File: config.mk
export PLATFORM = sky130hd
export DESIGN_NAME = nine_bit_rx
export DESIGN_NICKNAME = d
export VERILOG_FILES = /design/src/rtl/nbr_pkg.sv /design/src/rtl/nbr_sync.sv /design/src/rtl/nbr_ticker.sv /design/src/rtl/nbr_voter.sv /design/src/rtl/nine_bit_rx.sv
export SDC_FILE = /design/constraint.sdc
export NUM_CORES = 1
export LEC_CHECK = 0
export ABC_CLOCK_PERIOD_IN_PS = 2050
export BUFFER_PORTS_ARGS = -buffer_cell sky130_fd_sc_hd__buf_2
export CORE_UTILIZATION = 60
export CTS_BUF_LIST = sky130_fd_sc_hd__clkbuf_8
export CTS_CLUSTER_DIAMETER = 60
export DETAILED_ROUTE_END_ITERATION = 7
export PLACE_DENSITY = 0.77
export SYNTH_ARGS = -nofsm -noshare
export SYNTH_HDL_FRONTEND = slang
export SYNTH_SLANG_ARGS = --single-unit
File: constraint.sdc
create_clock -name clk -period 2.05 [get_ports clk]
set_input_delay 0.615 -clock clk [delete_from_list [all_inputs] [get_ports clk]]
set_output_delay 0.615 -clock clk [all_outputs]
set_load 0.05 [all_outputs]
File: src/rtl/nbr_pkg.sv
package nbr_pkg;
  typedef enum logic [2:0] {
    ST_IDLE,
    ST_START,
    ST_DATA,
    ST_NINTH,
    ST_STOP
  } rx_state_e;
endpackage

File: src/rtl/nbr_sync.sv
module nbr_sync #(
  parameter int STAGES = 2
) (
  input  logic clk,
  input  logic rst_n,
  input  logic line_i,
  output logic line_o,
  output logic fall_o
);
  logic [STAGES-1:0] chain;
  logic              prev;

  always_ff @(posedge clk or negedge rst_n) begin
    if (!rst_n) begin
      chain <= '1;
      prev  <= 1'b1;
    end else begin
      chain <= {chain[STAGES-2:0], line_i};
      prev  <= chain[STAGES-1];
    end
  end

  assign line_o = chain[STAGES-1];
  assign fall_o = prev & ~chain[STAGES-1];
endmodule

File: src/rtl/nbr_ticker.sv
module nbr_ticker #(
  parameter int OVS      = 16,
  parameter int SLOW_DIV = 4,
  parameter int FAST_DIV = 2,
  localparam int PW      = $clog2(SLOW_DIV),
  localparam int HW      = $clog2(OVS)
) (
  input  logic          clk,
  input  logic          rst_n,
  input  logic          fast,
  input  logic          restart,
  output logic          tick_o,
  output logic [HW-1:0] phase_o
);
  logic [PW-1:0] pre;
  logic [PW-1:0] lim;

  assign lim    = fast ? PW'(FAST_DIV - 1) : PW'(SLOW_DIV - 1);
  assign tick_o = (pre >= lim);

  always_ff @(posedge clk or negedge rst_n) begin
    if (!rst_n) begin
      pre     <= '0;
      phase_o <= '0;
    end else if (restart) begin
      pre     <= '0;
      phase_o <= '0;
    end else if (tick_o) begin
      pre     <= '0;
      phase_o <= (phase_o == HW'(OVS - 1)) ? '0 : phase_o + 1'b1;
    end else begin
      pre <= pre + 1'b1;
    end
  end
endmodule

File: src/rtl/nbr_voter.sv
module nbr_voter #(
  parameter int OVS = 16,
  parameter int MID = 8,
  localparam int HW = $clog2(OVS)
) (
  input  logic          clk,
  input  logic          rst_n,
  input  logic          restart,
  input  logic          tick,
  input  logic [HW-1:0] phase,
  input  logic          line,
  output logic          vld_o,
  output logic          bit_o
);
  logic [1:0] early;

  always_ff @(posedge clk or negedge rst_n) begin
    if (!rst_n) begin
      early <= 2'b11;
      vld_o <= 1'b0;
      bit_o <= 1'b1;
    end else begin
      vld_o <= 1'b0;
      if (restart) begin
        early <= 2'b11;
      end else if (tick) begin
        if (phase == HW'(MID - 1)) early[0] <= line;
        if (phase == HW'(MID))     early[1] <= line;
        if (phase == HW'(MID + 1)) begin
          vld_o <= 1'b1;
          bit_o <= (early[0] & early[1]) | (early[0] & line) | (early[1] & line);
        end
      end
    end
  end
endmodule

File: src/rtl/nine_bit_rx.sv
module nine_bit_rx import nbr_pkg::*; #(
  parameter int DATA_W      = 8,
  parameter int OVS         = 16,
  parameter int SLOW_DIV    = 4,
  parameter int FAST_DIV    = 2,
  parameter int SYNC_STAGES = 2
) (
  input  logic              clk,
  input  logic              rst_n,
  input  logic              rx_line,
  input  logic              rx_en,
  input  logic              rate_fast,
  input  logic              addr_mode,
  input  logic              flag_clr,
  output logic [DATA_W-1:0] rx_byte,
  output logic              rx_bit9,
  output logic              rx_full
);
  localparam int PH_W  = $clog2(OVS);
  localparam int CNT_W = $clog2(DATA_W);
  localparam int MID   = OVS / 2;

  rx_state_e         state;
  logic [CNT_W-1:0]  bit_cnt;
  logic [DATA_W-1:0] shreg;
  logic              nine_q;
  logic              line_s, fall, samp_tick, vote_vld, vote_bit;
  logic              restart, busy, in_start, store;
  logic [PH_W-1:0]   phase;

  nbr_sync #(.STAGES(SYNC_STAGES)) u_sync (
    .clk(clk), .rst_n(rst_n), .line_i(rx_line), .line_o(line_s), .fall_o(fall)
  );

  nbr_ticker #(.OVS(OVS), .SLOW_DIV(SLOW_DIV), .FAST_DIV(FAST_DIV)) u_tick (
    .clk(clk), .rst_n(rst_n), .fast(rate_fast), .restart(restart),
    .tick_o(samp_tick), .phase_o(phase)
  );

  nbr_voter #(.OVS(OVS), .MID(MID)) u_vote (
    .clk(clk), .rst_n(rst_n), .restart(restart), .tick(samp_tick),
    .phase(phase), .line(line_s), .vld_o(vote_vld), .bit_o(vote_bit)
  );

  assign busy     = (state != ST_IDLE);
  assign in_start = (state == ST_START);
  assign restart  = fall & rx_en & ~busy;
  assign store    = vote_vld & (state == ST_STOP) & ~rx_full & (~addr_mode | nine_q);

  always_ff @(posedge clk or negedge rst_n) begin
    if (!rst_n) begin
      state   <= ST_IDLE;
      bit_cnt <= '0;
      shreg   <= '0;
      nine_q  <= 1'b0;
    end else if (restart) begin
      state <= ST_START;
    end else if (vote_vld) begin
      case (state)
        ST_START: begin
          state   <= vote_bit ? ST_IDLE : ST_DATA;
          bit_cnt <= '0;
        end
        ST_DATA: begin
          shreg <= {vote_bit, shreg[DATA_W-1:1]};
          if (bit_cnt == CNT_W'(DATA_W - 1)) state <= ST_NINTH;
          else bit_cnt <= bit_cnt + 1'b1;
        end
        ST_NINTH: begin
          nine_q <= vote_bit;
          state  <= ST_STOP;
        end
        default: state <= ST_IDLE;
      endcase
    end
  end

  always_ff @(posedge clk or negedge rst_n) begin
    if (!rst_n) begin
      rx_full <= 1'b0;
      rx_byte <= '0;
      rx_bit9 <= 1'b0;
    end else if (store) begin
      rx_full <= 1'b1;
      rx_byte <= shreg;
      rx_bit9 <= nine_q;
    end else if (flag_clr) begin
      rx_full <= 1'b0;
    end
  end
endmodule

==> results of run 1 <==
-- layout by cell type, fill, tap and decap left out, types with 2 or more instances in the layout --
| master | count |
|---|---|
| sky130_fd_sc_hd__nand2_1 | 7 |
| sky130_fd_sc_hd__buf_2 | 16 |
| sky130_fd_sc_hd__clkbuf_8 | 6 |
| sky130_fd_sc_hd__nor2_1 | 5 |
| sky130_fd_sc_hd__mux2_2 | 19 |
| sky130_fd_sc_hd__a21oi_1 | 7 |
| sky130_fd_sc_hd__nor3_1 | 4 |
| sky130_fd_sc_hd__dfstp_2 | 6 |
| sky130_fd_sc_hd__inv_1 | 9 |
| sky130_fd_sc_hd__mux2i_1 | 2 |
| sky130_fd_sc_hd__buf_4 | 2 |
| sky130_fd_sc_hd__dfrtp_1 | 32 |
| sky130_fd_sc_hd__nand2b_1 | 2 |
| sky130_fd_sc_hd__ha_1 | 6 |
| sky130_fd_sc_hd__o21ai_0 | 4 |
-- cell families after synthesis --
| group | after synthesis | synth area share, % |
|---|---|---|
| buf+inv | 12 | 2.98 |
| xor+xnor | 2 | 1.07 |
| compound gates | 18 | 6.95 |
| fa+ha+maj | 7 | 5.19 |
| flops | 38 | 58.5 |
| simple gates | 28 | 10.4 |
| mux | 22 | 15.0 |
-- worst max-delay path, stage by stage --
cell and delay (ns):
sky130_fd_sc_hd__buf_2 0.10, sky130_fd_sc_hd__ha_1 0.29, sky130_fd_sc_hd__a21oi_1 0.09, sky130_fd_sc_hd__nor3b_1 0.30, sky130_fd_sc_hd__and3b_1 0.23, sky130_fd_sc_hd__mux2_1 0.32
-- path summary, 6_finish.rpt --
path                       slack, ns  cells past startpoint         endpoint
min reg2reg                     0.36                      0  u_sync.chain[1]
max reg2reg                     0.34                      5     u_vote.bit_o
min in group clk                0.36                      0  u_sync.chain[1]
max in group asynchronous       1.25                      2     u_vote.bit_o
max                             0.31                      6     u_vote.bit_o
min                             0.26                      1       bit_cnt[2]
-- sequential cells by signal, summed over array words and instances (netlist names), 2 cells and up --
| name | flops |
|---|---|
| state | 3 |
| u_vote.early | 2 |
| rx_byte | 8 |
| bit_cnt | 3 |
| u_tick.phase_o | 4 |
| u_tick.pre | 2 |
| u_sync.chain | 2 |
| shreg | 8 |
-- through the flow --
step           cell area [um2]  util, %  power [mW]
4_1_cts                   1890     75.0        2.13
3_3_place_gp              1780     70.4        1.45
2_1_floorplan             1640        -        1.35
6_report                  1890     75.0        2.12
3_5_place_dp              1780     70.4        1.48
5_1_grt                   1890     75.0        2.25
-- per-layer routing --
| metal | up-vias | global-route usage (%) | routed length, um |
|---|---|---|---|
| met5 | - | 0 | 0 |
| met2 | 27 | 37.2 | 1370 |
| met1 | 534 | 27.8 | 1220 |
| met3 | 5 | 7.50 | 135 |
| li1 | 495 | - | - |
| met4 | 0 | 8.12 | 32 |
-- final cells by class --
cell class	count	area [um2]
Clock inverter	2	33.8
Clock buffer	6	82.6
Multi-Input combinational cell	77	632
Inverter	9	33.8
Tap cell	30	37.5
Sequential cell	38	958
Fill cell	164	629
Timing Repair Buffer	19	115
-- power by group --
group | internal, mW | leakage (nW) | switching [mW]
combinational | 0.213 | 0.401 | 0.223
clock | 0.392 | 0.0626 | 0.254
sequential | 0.890 | 0.493 | 0.153
total | 1.49 | 0.956 | 0.630
==> impl_summary.txt, run 1 <==
----------------------------------------------------
[Power and ir drop]
  Leakage power ... 0.956 nW
  Largest vdd supply drop ... 0.972 mV
  Power per standard cell area ... 1120 mW/mm2

[Status]
  Status ... complete, no violations

[Route]
  Number of DRC violations after detailed-routing iteration 0 ... 20
  Initial DRT Pass Iterations ... 4
  Via/cell ratio ... 5.86
  Routed via count ... 1,061
  Average wire per cell in the routed design ... around 15 um
  Routed wire length ... ~2.8 mm
  DRT antenna net count ... 0
  Residual DRC ... 0

[GRT]
  Number of antenna violations at the first check in global routing ... 0
  Gr ovfl total ... 0
  Wire length of the first global-routing pass ... roughly 4.5 mm
  Maximum number of pins on one net before global-route repair ... 22
  Overall fraction of global-route tracks in use ... 22.6%
  Via count of the first global-routing pass ... 1,031

[STA]
  Relative max-transition margin ... 56.4%
  Max Clock Skew ... 0.00780 ns
  Final setup vio count ... 0
  Setup repair after global routing missed its margin ... no
  Clock period minus final worst setup slack ... 1.74 ns
  Total negative slack ... 0 ns
  Highest achievable clock rate ... 576 MHz
  Total count of max-transition violations in the final report ... 0
  Worst slack on hold paths ... 0.257 ns
  Transition at the pin with the smallest max-transition slack ... 0.649 ns
  Portion of the clock cycle consumed by the worst path in the final layout ... 84.7%
  Worst setup slack after layout ... about 0.31 ns
  Hold violation total from the final report ... 0

[Clock network]
  Clock Sinks ... 38
  Total clock buffers created by CTS ... 5
  H-tree levels ... 2
  Clock-pin transition on the worst setup and hold timing paths ... 0.08 ns
  Clock Path Buffers ... 2
  CTS Hold Buffers Added ... 0
  Resize count post-CTS ... 0
  Root Driver ... sky130_fd_sc_hd__clkbuf_8
  Later-pin clock latency in the skew report ... 0.28 ns
  Post-CTS setup repair buffer count ... 0
  CTS tree ... yes

[Synth]
  Nets in the synthesized netlist ... 140
  Synthesized flop and latch total ... 38
  Count of unique library cells instantiated by Yosys ... 36
  Top cells by instance count after synthesis ... sky130_fd_sc_hd__dfrtp_1 (32), sky130_fd_sc_hd__mux2_2 (19), sky130_fd_sc_hd__inv_1 (8)
  Post-synth EDFFs ... 0
  Top FF cell, synth ... sky130_fd_sc_hd__dfrtp_1
  Mapped cell area ... 0.00164 mm2
  Syn. warnings ... 0
  Sequential share of the synthesized area ... 58.5%
  Leading post-synthesis cells by cell area ... sky130_fd_sc_hd__dfrtp_1 (49%), sky130_fd_sc_hd__mux2_2 (13%), sky130_fd_sc_hd__dfstp_2 (9.6%)
  Portion of synthesized cell area occupied by the leading cell type ... approximately 49%
  Leading cell type by number of instances after synthesis ... sky130_fd_sc_hd__dfrtp_1
  Async S/R FF share, synth ... 100%
  Cell type with the highest aggregate area in the netlist ... sky130_fd_sc_hd__dfrtp_1
  Mean post-synth cell area ... 12.9 um2
  Post-Syn Instances ... 127

[Critical path]
  Worst Setup SP ... rate_fast
  Crit start category ... primary input
  Endpoint type of the worst setup path ... flop
  Required time reported for the critical path endpoint ... 2.26 ns
  Type of the worst setup path ... in -> reg
  Startpoint of the most critical register-to-register path ... u_tick.pre[1]
  Maximum fanout count along the critical path ... 3
  Critical Path AT ... just under 2 ns

[Floorplan]
  Boundary Pins ... 17
  DIE AREA ... 0.00294 mm2
  Rows ... 18
  Placeable core region ... ~0.0025 mm2
  Die boundary height ... 54.3 um
  Starting utilization of the core area ... 65.0%
  Die width ... 54.3 um

[Min path]
  Worst hold path class ... in -> async

[Job]
  Number of violations of the max-capacitance limit ... 0

[Placed design]
  Final estimated routing congestion in global placement ... about 0.83
  HPWL after detailed placement ... 1.88 mm
  Number of port buffers ... 16
  Worst slack after detailed placement ... roughly 0.047 ns
  Placed cell count ... 173

[Final layout]
  Ratio of cells with drive above 1 in the final layout ... 35.8%
  Synth-to-Final Area Change ... 15.5%
  Antenna diode instance count ... 0
  Final layout net count ... between 150 and 200
  Non-filler cells in the finished layout ... approximately 180

----------------------------------------------------
No activity file was read; power rests on OpenSTA's default activity.
==> inputs of run 2 (changes only) <==
Settings changed: ABC_CLOCK_PERIOD_IN_PS 2050 to 1750.
Clock period 2.05 ns to 1.75 ns, I/O delays scaled along.
==> run 2 against run 1 <==
  * Sequential cell count unchanged
  * Routed wire length up 2.6%
  * Global-route usage down 0.52 points
  * Cell count up 2.2%
  * First-iteration DRC count up 5.0%
  * Non-clock buffer count up 4
  * Count of clock-buffer cells in the layout unchanged
  * Critical endpoint unchanged
==> impl_summary.txt, run 2 (synthesis results as in run 1) <==
----------------------------------------------------
[Critical path]
  Required time reported for the critical path endpoint ... about 2.0 ns
  Crit start category ... flop
  Type of the worst setup path ... reg -> reg
  Highest cell delay on the worst timing path ... 0.40 ns
  Critical path's top delay family ... simple AND/OR/NAND/NOR gates
  Slowest stage cell on the critical path ... sky130_fd_sc_hd__dfrtp_1
  Chain of cells forming the critical path ... ha_1, a21oi_1, nor3b_2, and3b_1, mux2_1
  Crit path buf inv count ... 0
  Maximum fanout count along the critical path ... 3
  Critical Path AT ... 1.88 ns
  Endpoint type of the worst setup path ... flop

[Final layout]
  Footprint of the multi-input gates ... 637 um2
  Filler Cell Count ... 178
  Commonest cells after routing, fill and taps aside ... sky130_fd_sc_hd__dfrtp_1 (32), sky130_fd_sc_hd__mux2_2 (19), sky130_fd_sc_hd__buf_2 (16), sky130_fd_sc_hd__inv_1 (8)
  Final layout net count ... 167
  Antenna diode instance count ... 0
  Largest registers ... rx_byte (8), shreg (8), u_tick.phase_o (4)
  Synth-to-Final Area Change ... 15.6%
  Commonest non-fill, non-tap cell in the layout ... sky130_fd_sc_hd__dfrtp_1
  Ratio of cells with drive above 1 in the final layout ... 38.7%
  Area occupied by registers ... 958 um2

[Power and ir drop]
  Power per standard cell area ... 1260 mW/mm2
  Leakage power ... approximately 0.96 nW
  Largest vdd supply drop ... 0.970 mV
  Final Total Pwr ... approximately 2.4 mW

[Clock network]
  CTS Hold Buffers Added ... 0
  Root Driver ... sky130_fd_sc_hd__clkbuf_8
  Clock-pin transition on the worst setup and hold timing paths ... roughly 0.080 ns
  Later-pin clock latency in the skew report ... 0.29 ns
  H-tree levels ... 2
  Clock Path Buffers ... 2
  CTS tree ... yes
  Total clock buffers created by CTS ... 5
  Post-CTS setup repair buffer count ... 0
  Clock Sinks ... 38

[STA]
  Hold violation total from the final report ... 0
  Max Clock Skew ... 0.00858 ns
  Portion of the clock cycle consumed by the worst path in the final layout ... 95.6%
  Transition at the pin with the smallest max-transition slack ... roughly 0.48 ns
  Final setup vio count ... 0
  Relative max-transition margin ... 68.0%
  Setup repair after global routing missed its margin ... no
  Total negative slack ... 0 ns
  Clock period minus final worst setup slack ... around 1.7 ns
  Total count of max-transition violations in the final report ... 0
  Highest achievable clock rate ... 598 MHz

[Route]
  DRT antenna net count ... 0
  Number of DRC violations after detailed-routing iteration 0 ... 21
  Via/cell ratio ... between 5 and 6
  Routed via count ... 1,068
  Initial DRT Pass Iterations ... 6
  Residual DRC ... 0
  Routed wire length ... 2.83 mm
  Average wire per cell in the routed design ... approximately 15 um

[GRT]
  Wire length of the first global-routing pass ... 4.41 mm
  Maximum number of pins on one net before global-route repair ... 23
  Via count of the first global-routing pass ... 985
  Number of antenna violations at the first check in global routing ... 0
  Gr ovfl total ... 0
  Overall fraction of global-route tracks in use ... 22.1%

[Placed design]
  Number of port buffers ... 16
  Final estimated routing congestion in global placement ... ~0.80
  HPWL after detailed placement ... 1.97 mm

[Floorplan]
  Die boundary height ... 54.3 um
  Die width ... 54.3 um
  Boundary Pins ... 17
  DIE AREA ... 0.00294 mm2
  Rows ... 18
  Starting utilization of the core area ... 65.0%
  Placeable core region ... 0.00252 mm2

[Status]
  Status ... complete, no violations

[Min path]
  Worst hold path class ... in -> async

[Job]
  Number of violations of the max-capacitance limit ... 0

----------------------------------------------------
## run 2: layer usage
metal	global-route usage, %	up-vias	share of wire (%)
li1	-	501	-
met1	28.2	533	45
met2	35.4	28	49
met3	6.67	6	4.2
met4	8.55	0	1.5
met5	0	-	0
## run 2: timing repair
action / CTS / global route
hold endpoints to repair: 0 / 0
setup endpoints to repair: 1 / 0
resized for setup: 1 / 0
## run 2: area by class of cell
class	instances	share of cell area (%)
inverter	9	1.78
sequential	38	50.6
timing repair buffer	23	7.00
tap	30	1.98
clock inverter	2	0.661
clock buffer	6	4.36
multi-input combinational	77	33.6
## run 2: stage by stage
stage,cell area [um2],instances,utilization [%],hold slack (ns),worst slack (ns)
floorplan,1640,127,-,0.229,0.00621
global placement,1790,177,71.1,0.346,-0.143
detailed placement,1790,177,71.1,0.351,-0.222
CTS,1890,185,75.1,0.195,0.0873
global route,1890,185,75.1,0.221,0.0117
finish,1890,185,75.1,0.182,0.0769
## run 2: report_power, final
group | internal, mW | switching [mW]
registers | 1.04 | 0.181
logic | 0.275 | 0.265
clock network | 0.317 | 0.308
## run 2: worst paths after layout
| kind | slack (ns) | end | cells past startpoint | startpoint |
|---|---|---|---|---|
| max | 0.08 | u_vote.bit_o | 5 | u_tick.pre[1] |
| max reg2reg | 0.08 | u_vote.bit_o | 5 | u_tick.pre[1] |
| min | 0.18 | state[0] | 1 | rst_n |
| min reg2reg | 0.36 | u_sync.chain[1] | 0 | u_sync.chain[0] |
| max in group asynchronous | 1.06 | rx_byte[5] | 2 | rst_n |
| min in group clk | 0.33 | u_sync.chain[0] | 1 | rx_line |
==> inputs of run 3 (changes only) <==
Settings changed: CORE_UTILIZATION 60 to 57, CTS_BUF_LIST sky130_fd_sc_hd__clkbuf_8 to unset, PLACE_DENSITY 0.77 to 0.74, RECOVER_POWER set to 50.
==> run 3 against run 2 <==
  * Fmax up 2.7%
  * First-iteration DRC count up 90%
  * Core utilization down 6.4 points
  * Global-route usage down 2.6 points
  * Combinational power about the same
  * Setup slack better by 0.044 ns
  * Sequential power about the same
  * Final area down 0.92%
  * Routed wire length down 3.9%
  * Highest routed layer unchanged
==> impl_summary.txt, run 3 (synthesis results as in run 1) <==
----------------------------------------------------
[Status]
  Status ... complete, no violations

[GRT]
  Overall fraction of global-route tracks in use ... 19.5%
  Wire length of the first global-routing pass ... 4.51 mm
  Number of antenna violations at the first check in global routing ... 0
  Maximum number of pins on one net before global-route repair ... 22
  Via count of the first global-routing pass ... between 1,000 and 1,500
  Gr ovfl total ... 0

[Critical path]
  Maximum fanout count along the critical path ... 3
  Setup slack, reg-to-reg ... 0.12 ns
  Endpoint type of the worst setup path ... flop
  Reg-to-reg endpoint ... u_vote.bit_o
  Critical path's top delay family ... simple AND/OR/NAND/NOR gates
  Type of the worst setup path ... reg -> reg
  Highest cell delay on the worst timing path ... between 0.4 and 0.5 ns
  Required time reported for the critical path endpoint ... between 2 and 2.5 ns
  Startpoint of the most critical register-to-register path ... u_tick.pre[1]
  Chain of cells forming the critical path ... ha_1, a21oi_1, nor3b_2, and3b_1, mux2_1
  Critical Path AT ... 1.90 ns
  Slowest stage cell on the critical path ... sky130_fd_sc_hd__dfrtp_1
  Worst reg2reg path depth ... 5
  Crit path buf inv count ... 0
  Crit start category ... flop

[Floorplan]
  Die boundary height ... 55.6 um
  Die width ... approximately 56 um
  Placeable core region ... approximately 0.0027 mm2
  Rows ... 19
  Boundary Pins ... 17
  Starting utilization of the core area ... 60.0%
  DIE AREA ... 0.00309 mm2

[Clock network]
  Clock Path Buffers ... 2
  Root Driver ... sky130_fd_sc_hd__clkbuf_4
  CTS tree ... yes
  Clock-pin transition on the worst setup and hold timing paths ... about 0.11 ns
  Clock Sinks ... 38
  H-tree levels ... 2
  Later-pin clock latency in the skew report ... 0.34 ns
  CTS Hold Buffers Added ... 0
  Total clock buffers created by CTS ... 5

[Final layout]
  Commonest cells after routing, fill and taps aside ... sky130_fd_sc_hd__dfrtp_1 (32), sky130_fd_sc_hd__mux2_2 (19), sky130_fd_sc_hd__buf_2 (15), sky130_fd_sc_hd__inv_1 (8)
  Final layout net count ... roughly 170
  Largest registers ... rx_byte (8), shreg (8), u_tick.phase_o (4)
  Commonest non-fill, non-tap cell in the layout ... sky130_fd_sc_hd__dfrtp_1
  Core Util, Final ... 68.6%
  Ratio of cells with drive above 1 in the final layout ... between 30% and 40%
  Filler Cell Count ... around 200
  Synth-to-Final Area Change ... 14.5%
  Summed area of non-filler cells in the final layout ... 0.00188 mm2
  Antenna diode instance count ... 0

[Min path]
  End point of the worst hold path ... u_sync.chain[0]
  Hold path startpoint ... rx_line
  Min-Delay Path Depth ... 1
  Worst hold path class ... in -> reg

[Route]
  Routed via count ... roughly 1,100
  Residual DRC ... 0
  Via/cell ratio ... 5.70
  Routed wire length ... 2.72 mm
  Number of DRC violations after detailed-routing iteration 0 ... 40
  Average wire per cell in the routed design ... 14.6 um
  Initial DRT Pass Iterations ... 4
  DRT antenna net count ... 0

[Placed design]
  Number of port buffers ... 16
  Final estimated routing congestion in global placement ... 0.840
  HPWL after detailed placement ... 1.97 mm
  Area after DPL ... 0.00180 mm2

[STA]
  Relative max-transition margin ... a little under a third
  Setup repair after global routing missed its margin ... no
  Highest achievable clock rate ... 614 MHz
  Clock period minus final worst setup slack ... ~1.6 ns
  Portion of the clock cycle consumed by the worst path in the final layout ... 93.1%
  Final setup vio count ... 0
  Total count of max-transition violations in the final report ... 0
  Max Clock Skew ... around 0.014 ns
  Transition at the pin with the smallest max-transition slack ... roughly 1.0 ns
  Hold violation total from the final report ... 0

[Power and ir drop]
  Power per standard cell area ... 1270 mW/mm2
  Largest vdd supply drop ... 1.06 mV
  Leakage power ... 0.946 nW

[Job]
  Number of violations of the max-capacitance limit ... 0

----------------------------------------------------
## run 3: cell types whose count changed in the layout (fill, tap and decap cells not counted), sizes merged
cell / previous run / this run
buf: 23 / 20
clkbuf: 6 / 10
clkinv: 1 / 0
bufinv: 0 / 1
clkinvlp: 1 / 0
## run 3: through the flow
step	TNS, ns	std cells	hold WS (ns)	worst slack (ns)	total power [mW]
finish	0	186	0.277	0.120	2.38
global route	0	186	0.240	0.00978	2.53
CTS	0	186	0.113	0.107	2.40
detailed placement	-0.313	178	0.348	-0.220	1.77
global placement	-0.176	178	0.346	-0.136	1.72
floorplan	0	127	0.229	0.00621	1.59
## run 3: timing repair
action                                  4_1_cts  5_1_grt
setup buffers                                 0        0
hold endpoints to repair                      0        0
gates resized for setup                       1        0
endpoints found under the setup margin        1        0
## run 3: layout make-up
type	instances	area (um2)	share of cell area (%)
Sequential cell	38	958	51.1
Multi-Input combinational cell	77	637	33.9
Timing Repair Buffer	23	124	6.60
Clock buffer	7	55.1	2.93
Tap cell	31	38.8	2.07
Inverter	9	33.8	1.80
Clock inverter	1	30.0	1.60
## run 3: how the worst max path moves through the flow
| stage | from | end | slack, ns | depth (start not counted) |
|---|---|---|---|---|
| after floorplan | rate_fast | u_vote.bit_o | 0.006 | 5 |
| after global placement | rate_fast | u_vote.bit_o | -0.14 | 6 |
| after detailed placement | rate_fast | u_vote.bit_o | -0.22 | 6 |
| after CTS | u_tick.pre[1] | u_vote.bit_o | 0.11 | 5 |
| after global routing | u_tick.pre[1] | u_vote.bit_o | 0.01 | 5 |
| final | u_tick.pre[1] | u_vote.bit_o | 0.12 | 5 |
## run 3: per-layer routing
metal	routed length (um)	up-vias	GRT usage, %
li1	-	504	-
met1	1260	522	25.8
met2	1300	28	29.6
met3	97	7	4.88
met4	60	0	10.7
met5	0	-	0
## run 3: where the power goes
part	leakage [nW]	switching [mW]	internal, mW	total [mW]
sequential	0.492	0.178	1.04	1.22
clock	0.0455	0.276	0.341	0.617
combinational	0.408	0.269	0.271	0.541
